<file path="src/rtl/ccnpc_pkg.sv">
package ccnpc_pkg;

    localparam int unsigned IW = 16;

    localparam logic [3:0] OP_BRC  = 4'h0;
    localparam logic [3:0] OP_CALL = 4'h4;
    localparam logic [3:0] OP_JREG = 4'hC;

    localparam logic [2:0] CC_POS  = 3'b001;
    localparam logic [2:0] CC_ZERO = 3'b010;
    localparam logic [2:0] CC_NEG  = 3'b100;

    typedef struct packed {
        logic [2:0] cc;
    } cc_state_t;

    typedef struct packed {
        logic [15:0] npc;
        logic        redirect;
        logic        link_we;
    } flow_t;

endpackage

</file>
<file path="src/rtl/ccnpc_flags.sv">
module ccnpc_flags
    import ccnpc_pkg::*;
#(
    parameter int unsigned DW = 16
) (
    input  logic          clk_i,
    input  logic          rst_ni,
    input  logic          upd_i,
    input  logic [DW-1:0] val_i,
    output logic [2:0]    cc_o
);

    cc_state_t st_d, st_q;

    always_comb begin
        st_d = st_q;
        if (upd_i) begin
            if (val_i == '0) begin
                st_d.cc = CC_ZERO;
            end else if (val_i[DW-1]) begin
                st_d.cc = CC_NEG;
            end else begin
                st_d.cc = CC_POS;
            end
        end
    end

    always_ff @(posedge clk_i or negedge rst_ni) begin
        if (!rst_ni) begin
            st_q <= '{cc: CC_ZERO};
        end else begin
            st_q <= st_d;
        end
    end

    assign cc_o = st_q.cc;

endmodule

</file>
<file path="src/rtl/ccnpc_brtest.sv">
module ccnpc_brtest (
    input  logic [2:0] mask_i,
    input  logic [2:0] cc_i,
    output logic       take_o
);

    logic [2:0] hit;

    for (genvar g = 0; g < 3; g++) begin : g_lane
        assign hit[g] = mask_i[g] & cc_i[g];
    end

    assign take_o = |hit;

endmodule

</file>
<file path="src/rtl/ccnpc_target.sv">
module ccnpc_target
    import ccnpc_pkg::*;
#(
    parameter int unsigned DW = 16
) (
    input  logic [IW-1:0] instr_i,
    input  logic [DW-1:0] pc_inc_i,
    input  logic [DW-1:0] base_i,
    input  logic          take_i,
    output logic [DW-1:0] npc_o,
    output logic          redirect_o,
    output logic          link_we_o
);

    localparam int unsigned OFS_S = 9;
    localparam int unsigned OFS_L = 11;

    logic [3:0]    opc;
    logic [DW-1:0] rel_s;
    logic [DW-1:0] rel_l;

    assign opc   = instr_i[IW-1 -: 4];
    assign rel_s = {{(DW-OFS_S){instr_i[OFS_S-1]}}, instr_i[OFS_S-1:0]};
    assign rel_l = {{(DW-OFS_L){instr_i[OFS_L-1]}}, instr_i[OFS_L-1:0]};

    always_comb begin
        npc_o      = pc_inc_i;
        redirect_o = 1'b0;
        link_we_o  = 1'b0;
        unique case (opc)
            OP_BRC: begin
                if (take_i) begin
                    npc_o      = pc_inc_i + rel_s;
                    redirect_o = 1'b1;
                end
            end
            OP_JREG: begin
                npc_o      = base_i;
                redirect_o = 1'b1;
            end
            OP_CALL: begin
                link_we_o  = 1'b1;
                redirect_o = 1'b1;
                npc_o      = instr_i[OFS_L] ? (pc_inc_i + rel_l) : base_i;
            end
            default: begin
                npc_o      = pc_inc_i;
            end
        endcase
    end

endmodule

</file>
<file path="src/rtl/ccnpc_unit.sv">
module ccnpc_unit
    import ccnpc_pkg::*;
#(
    parameter int unsigned DW = 16
) (
    input  logic          clk_i,
    input  logic          rst_ni,
    input  logic [15:0]   instr_i,
    input  logic [DW-1:0] pc_inc_i,
    input  logic [DW-1:0] base_i,
    input  logic [DW-1:0] wr_val_i,
    input  logic          cc_upd_i,
    output logic [2:0]    cc_o,
    output logic [DW-1:0] npc_o,
    output logic          redirect_o,
    output logic          link_we_o,
    output logic [DW-1:0] link_val_o,
    output logic [2:0]    base_sel_o
);

    logic [2:0] cc_q;
    logic       take;

    ccnpc_flags #(.DW(DW)) u_flags (
        .clk_i  (clk_i),
        .rst_ni (rst_ni),
        .upd_i  (cc_upd_i),
        .val_i  (wr_val_i),
        .cc_o   (cc_q)
    );

    ccnpc_brtest u_brtest (
        .mask_i (instr_i[11:9]),
        .cc_i   (cc_q),
        .take_o (take)
    );

    ccnpc_target #(.DW(DW)) u_target (
        .instr_i    (instr_i),
        .pc_inc_i   (pc_inc_i),
        .base_i     (base_i),
        .take_i     (take),
        .npc_o      (npc_o),
        .redirect_o (redirect_o),
        .link_we_o  (link_we_o)
    );

    assign cc_o       = cc_q;
    assign link_val_o = pc_inc_i;
    assign base_sel_o = instr_i[8:6];

endmodule

</file>
<file path="config.mk">
export PLATFORM = sky130hd
export DESIGN_NAME = ccnpc_unit
export DESIGN_NICKNAME = d
export VERILOG_FILES = /design/src/rtl/ccnpc_pkg.sv /design/src/rtl/ccnpc_flags.sv /design/src/rtl/ccnpc_brtest.sv /design/src/rtl/ccnpc_target.sv /design/src/rtl/ccnpc_unit.sv
export SDC_FILE = /design/constraint.sdc
export NUM_CORES = 1
export LEC_CHECK = 0
export BUFFER_PORTS_ARGS = -buffer_cell sky130_fd_sc_hd__buf_2
export CORE_MARGIN = 2
export CORE_UTILIZATION = 40
export DETAILED_ROUTE_END_ITERATION = 6
export HOLD_SLACK_MARGIN = 0.12
export PLACE_DENSITY = 0.8
export SLEW_MARGIN = 20
export SYNTH_ARGS = -nofsm -noshare
export SYNTH_HDL_FRONTEND = slang
export SYNTH_SLANG_ARGS = --single-unit
</file>
<file path="constraint.sdc">
create_clock -name clk_i -period 2.8 [get_ports clk_i]
set_input_delay 0.56 -clock clk_i [delete_from_list [all_inputs] [get_ports clk_i]]
set_output_delay 0.56 -clock clk_i [all_outputs]
set_load 0.01 [all_outputs]
</file>
Yosys cells after proc, flatten, opt, wreduce, memory -nomap -nowiden
Index checks and enable logic that the tools add are counted.

Register bits after elaboration: 3. Bits in latches: 0. RAM bits: 0. Memory bits (read-only): 0. Input bits: 67. Output and inout bits: 40. Logic and storage cells: 20. Memories: 0.

$add $sub $neg: 2. Multipliers: 0. Div/mod/pow operators: 0. $lt $le $gt $ge: 0. Equality and inequality tests: 2. Shifts and indexed selects: 0. Muxes and demuxes: 8. Bitwise operators: 3. Reductions and logical operators: 4.

Operator list (number): one-hot mux 16 bit (3 select lines) (1); adder 16 bit (2); two-way mux 16 bit (2); zero test 16 bit (1); two-way mux 3 bit (2); == test 4 x 3 -> 1 bit, second input constant (1); == test 4 bit, second input constant (1); zero test 4 bit (1); bitwise AND 1 bit (3); OR reduction 3 bit (1); two-way mux 1 bit (2); one-hot mux 1 bit (2 select lines) (1); OR reduction 2 bit (1).

Depth between registers and ports, before layout
Gate-level depths: netlist of run 1.

Word-level depth: 4. Mapped depth: 10. Gate-level depth less buffers: 10.

By module
Synthesis of run 1 repeated with hierarchy kept, for this count alone.

Cells, all modules: 222. Area, all modules: 1700.4 sq um.

Modules (own cells, without submodules): ccnpc_target (times used 1, cells an instance 187, area an instance 1386.3 sq um, seq. area each 0.0 sq um); ccnpc_flags (times used 1, cells an instance 14, area an instance 157.7 sq um, seq. area each 76.3 sq um); ccnpc_unit (times used 1, cells an instance 19, area an instance 142.6 sq um, seq. area each 0.0 sq um); ccnpc_brtest (times used 1, cells an instance 2, area an instance 13.8 sq um, seq. area each 0.0 sq um).

Worst setup path after synthesis of run 1
Ideal clock, no wire load.

Kind: input-to-output. Start point: input port instr_i[0]. End point: output port npc_o[12]. Arrival: 2.474 ns. Data required time: 2.240 ns. Slack: -0.234 ns. Cell stages on the path: 10. Buffers on the path: 0. Cells stage by stage: ha_1 -> inv_1 -> fa_1 -> nor2b_4 -> o31a_1 -> nor3_1 -> o21bai_2 -> mux2i_1 -> a211o_1 -> a211oi_1.

Cells in the longest elaborated chain, start to end: 3. Elaborated cells on any way between the ends: 5. Those cells by class: add/sub: 2; mux: 3.

Ends and longest elaborated chain: start: declaration (line ccnpc_unit.sv:8) `input logic [15:0] instr_i,`; adder 16 bit, on equally long branches (line ccnpc_target.sv:44, ccnpc_target.sv:33); two-way mux 16 bit, on equally long branches (line ccnpc_target.sv:44, ccnpc_target.sv:32); one-hot mux 16 bit (3 select lines) * (line ccnpc_target.sv:30) `unique case (opc)`; end: declaration (line ccnpc_unit.sv:14) `output logic [DW-1:0] npc_o,`.

Mark *: on every way between the ends. The rest lies on a longest branch, timed or not.

Worst setup path in the final report of run 1
Start point: input port pc_inc_i[0]. End point: output port npc_o[14].

Cells in the longest elaborated chain, start to end: 3. Elaborated cells on any way between the ends: 5. Those cells by class: add/sub: 2; mux: 3.

Ends and longest elaborated chain: start: declaration (line ccnpc_unit.sv:9) `input logic [DW-1:0] pc_inc_i,`; adder 16 bit, on equally long branches (line ccnpc_target.sv:44, ccnpc_target.sv:33); two-way mux 16 bit, on equally long branches (line ccnpc_target.sv:44, ccnpc_target.sv:32); one-hot mux 16 bit (3 select lines) * (line ccnpc_target.sv:30).

Marked as above.

==> metrics, run 1 <==
number of port buffers 106; synth cell count leaders o21ai_0, ha_1, nor2_1, buf_4; Post-route DRC 0; vias per std cell roughly 5.9; most frequent cell after synthesis o21ai_0; delay-heaviest family, CP compound AO/OA/AOI/OAI gates; placed instance area between 2000 and 3000 µm²; remaining global-route overflow 0; post-synth net total 328; Mapped Area approximately 1700 µm²; pwr dens 273 nW/µm²; share of layout cells above drive strength 1 0.540; violated checks negative setup slack; largest net degree at the start of global routing 16; Iter 0 DRT Violations approximately 160; peak supply drop between 0.3 and 0.4 mV; max-slew violations 0; Core Area approximately 4100 µm²; Synth area leaders ha_1, buf_4, o21ai_0, a21oi_1, nor2_1; CP max FO 3; Fin. Hold Viols 0; multi-input logic area ~1600 µm²; Critical Path AT roughly 2600 ps; DRT Pass-1 Iters 6; Async SR Flop Fraction 1.00; WL final roughly 7300 µm; average size of a mapped cell 7.14 µm²; total CTS buffers 3; Total GRT Usage 0.263; row cnt 23; synthesis-to-layout area growth 72.1%; sum of buffers and inverters on the critical path 5; Synth Register Bits 3; Avg WL per Cell 16.6 µm; Worst Tran Pin Value just under 500 ps; worst r2r src u_flags.cc_o[1]; clk root buf clkbuf_8; Crit path required time roughly 2200 ps; post-route cell area roughly 2900 µm²; io pins 107; CP Depth 14; die area slightly below 5000 µm²; Netlist cell types 52; pre-CTS setup slack -444 ps; post-synth top area cell ha_1; crit path from pc_inc_i[0]; Synth top area share 0.154; slew margin rel. 0.666; clock tree sinks 3; DR vias between 2000 and 3000; first-pass GRT wire length roughly 11000 µm; hold depth 2; fin crit share 1.13; n_diodes 0; FF-to-FF path depth 2; final setup margin -372 ps; synth warn 0; Gate Count Post-Synth 239; outcome finished, violations left; Max-Cap Viols 0; WHS 516 ps; nets@finish between 400 and 500; initial antenna violation count 0; Initial Util 0.420; register area share after synthesis 0.0448; fmax approximately 320 MHz; Clock Path Buffers 2; register area 76.3 µm²; Synth Flop Type dfrtp_1; Reg clk slew, reported paths 30 ps; HP Class reg -> reg; Chip Width between 60 and 70 µm; CTS tree done; Fin Clk Skew 0 ps; Inst Count DP 426; non-filler cells in the finished layout roughly 440; Clk Latency, worst-skew pair roughly 220 ps; post-DP HPWL around 5000 µm; crit-path max cell delay 370 ps; final RePlAce weighted congestion just over 0.9; # setup viols final 8; ANT nets after route 0; CP max stage cell fa_2; Hold Path Origin u_flags.cc_o[1]; H-tree depth 1; critical path cell sequence buf_8, ha_4, inv_2, fa_2, nor2b_4, o31a_1, o211a_4, buf_4, buf_6, nand3_2, and3_4, o21ai_2, a31oi_1, buf_2; minimum clock period 3170 ps; Die Height between 60 and 70 µm; nature of the critical path startpoint primary input; number of flip-flops in the largest register 3; EDFF count, synth 0; Fillers 318; Leak about 1.5 nW; Crit. End Element output pin; WS Path Type in -> out; vias in the first global route 2420; RSZ-0062 raised after global routing yes
## where the power goes
group / internal [mW] / total (mW) / switching, mW
combinational: 0.310 / 0.621 / 0.311
clock: 0.0974 / 0.130 / 0.0323
sequential: 0.0480 / 0.0511 / 0.00304
## final cells by class
type                    instances  area share
flip-flops and latches          3      0.0260
well taps                      50      0.0213
inverters                      10      0.0128
repair buffers                169       0.363
clock buffers                   4      0.0153
multi-input cells             203       0.562
## per-stage QoR
stage,util,power (mW),setup TNS (ps)
4_1_cts,0.686,0.732,-1710
2_1_floorplan,-,0.346,-212
6_report,0.723,0.802,-2360
3_5_place_dp,0.647,0.567,-2730
5_1_grt,0.723,0.855,-2850
3_3_place_gp,0.647,0.552,-2290
## kinds of logic (layout without fill, tap and decap cells)
logic type,count (synthesis),in the layout,share of synthesized area
DFF,3,3,0.0448
muxes,4,4,0.0242
AOI/OAI and AO/OA,98,98,0.395
adders and majority gates,22,22,0.166
xor gates and xnor gates,14,14,0.0719
buffers and inverters,33,183,0.115
and+or+nand+nor,65,65,0.183
## cells in the final DEF (no fill, tap or decap), types with 6 or more instances in the layout
master   synthesis  layout
a21oi_1         18      15
a22oi_1         10      10
buf_2            1     103
buf_4           19      58
ha_1            21      16
inv_1           10       9
nand2_1         18      18
nor2_1          21      19
nor4_1           6       6
o21ai_0         24      16
o21ai_1          2       6
xnor2_1          9       7
## worst min-delay path: cells and delay by family (launching register included)
kind | cells | cell delay (ps)
DFF | 1 | 370
and+or+nand+nor | 2 | 140
## layer usage
metal	GRT usage	routed length (µm)	vias up
met5	0	0	-
met3	0.0247	588	29
li1	-	-	1199
met4	0.0675	226	0
met2	0.468	3600	162
met1	0.338	2890	1194
## final timing paths
| kind | endpoint | slack, ps |
|---|---|---|
| min in group asynchronous | u_flags.cc_o[2] | 680 |
| setup reg to reg | u_flags.cc_o[1] | 2060 |
| hold reg to reg | u_flags.cc_o[1] | 520 |
| setup / recovery | npc_o[14] | -370 |
| hold / removal | u_flags.cc_o[1] | 520 |
| max in group asynchronous | u_flags.cc_o[1] | 1930 |
## what timing repair did
action | CTS | global route
hold endpoints to repair | 0 | 1
pin swaps | 23 | 10
hold buffers | 0 | 1
endpoints found under the setup margin | 9 | 10
gates resized for setup | 21 | 22
buffers inserted | 4 | 5
cloned | 0 | 0
No activity file was read; power rests on OpenSTA's default activity.
==> run 2, diff against run 1 <==
CTS_BUF_LIST = sky130_fd_sc_hd__clkbuf_8 sky130_fd_sc_hd__clkbuf_16   (was not set)
SYNTH_HIERARCHICAL = 1   (was not set)
==> run 2 against run 1 <==
Via count shrank 12%. Critical path type unchanged. The flow still finishes with violations (negative setup slack). Register-to-register slack lost 70 ps. First-iteration DRC count shrank 35%. Die area shrank 0.27%.
==> metrics, run 2 <==
outcome finished, violations left; violated checks negative setup slack; Avg WL per Cell 15.4 µm; Combinational Power Share 0.767; clk root buf clkbuf_8; average size of a mapped cell 7.66 µm²; max-slew violations 0; most frequent cells in the layout buf_2, buf_4, o21ai_0; Reg-to-Reg End u_flags/cc_o[0]; Iter 0 DRT Violations 102; minimum clock period a little over 3000 ps; Chip Width 69.2 µm; Inst Count DP around 410; n_diodes 0; clock tree sinks 3; Worst Tran Pin Value ~360 ps; multi-input logic area 1630 µm²; Async SR Flop Fraction 1.00; sequential power share 0.065; Die Height 69.2 µm; row cnt 23; slew margin rel. 0.757; CP max FO 5; Crit path required time approximately 2200 ps; die area roughly 4800 µm²; fin crit share 1.11; Mapped Area 1700 µm²; Reg clk slew, reported paths 30 ps; final setup margin -318 ps; Gate Count Post-Synth ~220; DR vias roughly 2300; synth cell count leaders ha_1, buf_4, o21ai_0, a21oi_1, inv_1; crit-path max cell delay just under 300 ps; non-filler cells in the finished layout around 410; peak supply drop roughly 0.26 mV; fmax about 320 MHz; Initial Util 0.419; most frequent cell after synthesis ha_1; final RePlAce weighted congestion 0.904; Fillers 317; remaining global-route overflow 0; Synth Flop Type dfrtp_1; cell-internal power about 0.43 mW; post-synth top area cell ha_1; Fin Clk Skew 0 ps; ANT nets after route 0; Worst R2R Setup Slack 1990 ps; DRT Pass-1 Iters 4; Clock Path Buffers 2; share of layout cells above drive strength 1 0.565; Max-Cap Viols 0; vias per std cell between 5 and 6; register area share after synthesis 0.0449; initial antenna violation count 0; placed instance area between 2000 and 3000 µm²; Clk Latency, worst-skew pair ~220 ps; delay-heaviest family, CP compound AO/OA/AOI/OAI gates; CP max stage cell o31a_4; io pins ~110; post-synth net total around 310; CTS tree done; nets@finish 453; Netlist cell types 52; largest net degree at the start of global routing 17; P_sw between 0.3 and 0.4 mW; WS Path Type in -> out; nature of the critical path startpoint primary input; setup tns final -1730 ps; most common cell after layout, fill and taps aside buf_2; Critical Path AT ~2600 ps; Synth area leaders ha_1, buf_4, xnor2_1, o21ai_0, a22oi_1; Crit. End Element output pin; critical path cell sequence buf_8, ha_4, inv_2, fa_2, nor2b_4, o31a_4, o211ai_4, o21ba_4, xor2_2, o221ai_2, a32o_2, buf_6; # setup viols final 7; H-tree depth 1; synth warn 6; total CTS buffers 3; Synth top area share 0.155; register area 76.3 µm²; FF-to-FF path depth 2; Pwr Total between 0.7 and 0.8 mW; Core Area approximately 4100 µm²; Fin. Hold Viols 0; RSZ-0062 raised after global routing yes; fin util 0.696; post-DP HPWL 4920 µm; Total GRT Usage 0.247; Net Sw Frac 0.421; number of flip-flops in the largest register 3; Post-route DRC 0; pwr dens ~260 nW/µm²; EDFF count, synth 0; Synth Register Bits 3; sum of buffers and inverters on the critical path 3; post-route cell area between 2000 and 3000 µm²; worst r2r src u_flags/cc_o[0]; WL final approximately 6400 µm; vias in the first global route 2260; synthesis-to-layout area growth 66.1%; HP Class in -> async; Leak around 1.4 nW; number of port buffers roughly 110; Clock power frac 0.168; first-pass GRT wire length roughly 10000 µm
-- run 2: cell count changes in the layout (fill, tap and decap cells not counted), sizes merged, moves of 3 or more --
cell	before	now
nor2	21	12
nand2b	1	4
xor2	5	9
nand3	6	3
o21ai	26	22
a22o	3	0
buf	168	158
nand2	18	10
o211ai	4	8
o221ai	0	3
inv	10	14
a21oi	20	15
-- run 2: worst max path at each step --
stage	from	to	cells after the start	slack [ps]
floorplan	instr_i[0]	npc_o[10]	10	-5
global placement	pc_inc_i[0]	npc_o[10]	12	-280
detailed placement	pc_inc_i[0]	npc_o[10]	12	-330
CTS	pc_inc_i[0]	npc_o[12]	12	-290
global route	pc_inc_i[0]	npc_o[14]	12	-410
finish	pc_inc_i[0]	npc_o[10]	12	-320
-- run 2: repair_timing --
| item | in CTS | in global routing |
|---|---|---|
| buffers inserted | 0 | 3 |
| endpoints found under the setup margin | 7 | 15 |
| cloned | 0 | 0 |
| gates resized for setup | 17 | 16 |
| hold buffers | 0 | 0 |
| pin swaps | 17 | 13 |
-- run 2: cell families (layout without fill, tap and decap cells) --
group / count (synthesis) / in the layout / share of synthesized area
compound gates: 92 / 92 / 0.395
xor+xnor: 20 / 20 / 0.107
mux: 3 / 3 / 0.0184
fa+ha+maj: 22 / 22 / 0.166
simple gates: 48 / 48 / 0.151
flops: 3 / 3 / 0.0449
buf+inv: 34 / 175 / 0.117
-- run 2: cell type report --
cell class                 count  area share
multi-input combinational    185       0.577
timing repair buffer         158       0.341
sequential                     3      0.0270
tap                           50      0.0222
inverter                      13      0.0173
clock buffer                   3      0.0146
clock inverter                 1     0.00133
-- run 2: stage by stage --
step	setup WS [ps]	hold WS, ps
floorplan	-4.54	264
global placement	-275	357
detailed placement	-328	359
CTS	-291	128
global route	-408	126
finish	-318	129
-- run 2: power groups by stage --
stage	clock [mW]	combinational (mW)	sequential (mW)
finish	0.126	0.573	0.0487
global route	0.133	0.619	0.0491
detailed placement	0	0.506	0.0490
global placement	0	0.493	0.0489
CTS	0.127	0.535	0.0486
floorplan	0	0.300	0.0500
-- run 2: per-layer routing --
layer,share of wire,track usage,up-vias
li1,-,-,1119
met3,0.064,0.0247,26
met1,0.38,0.266,1013
met4,0.039,0.0980,0
met5,0,0,-
met2,0.52,0.484,122
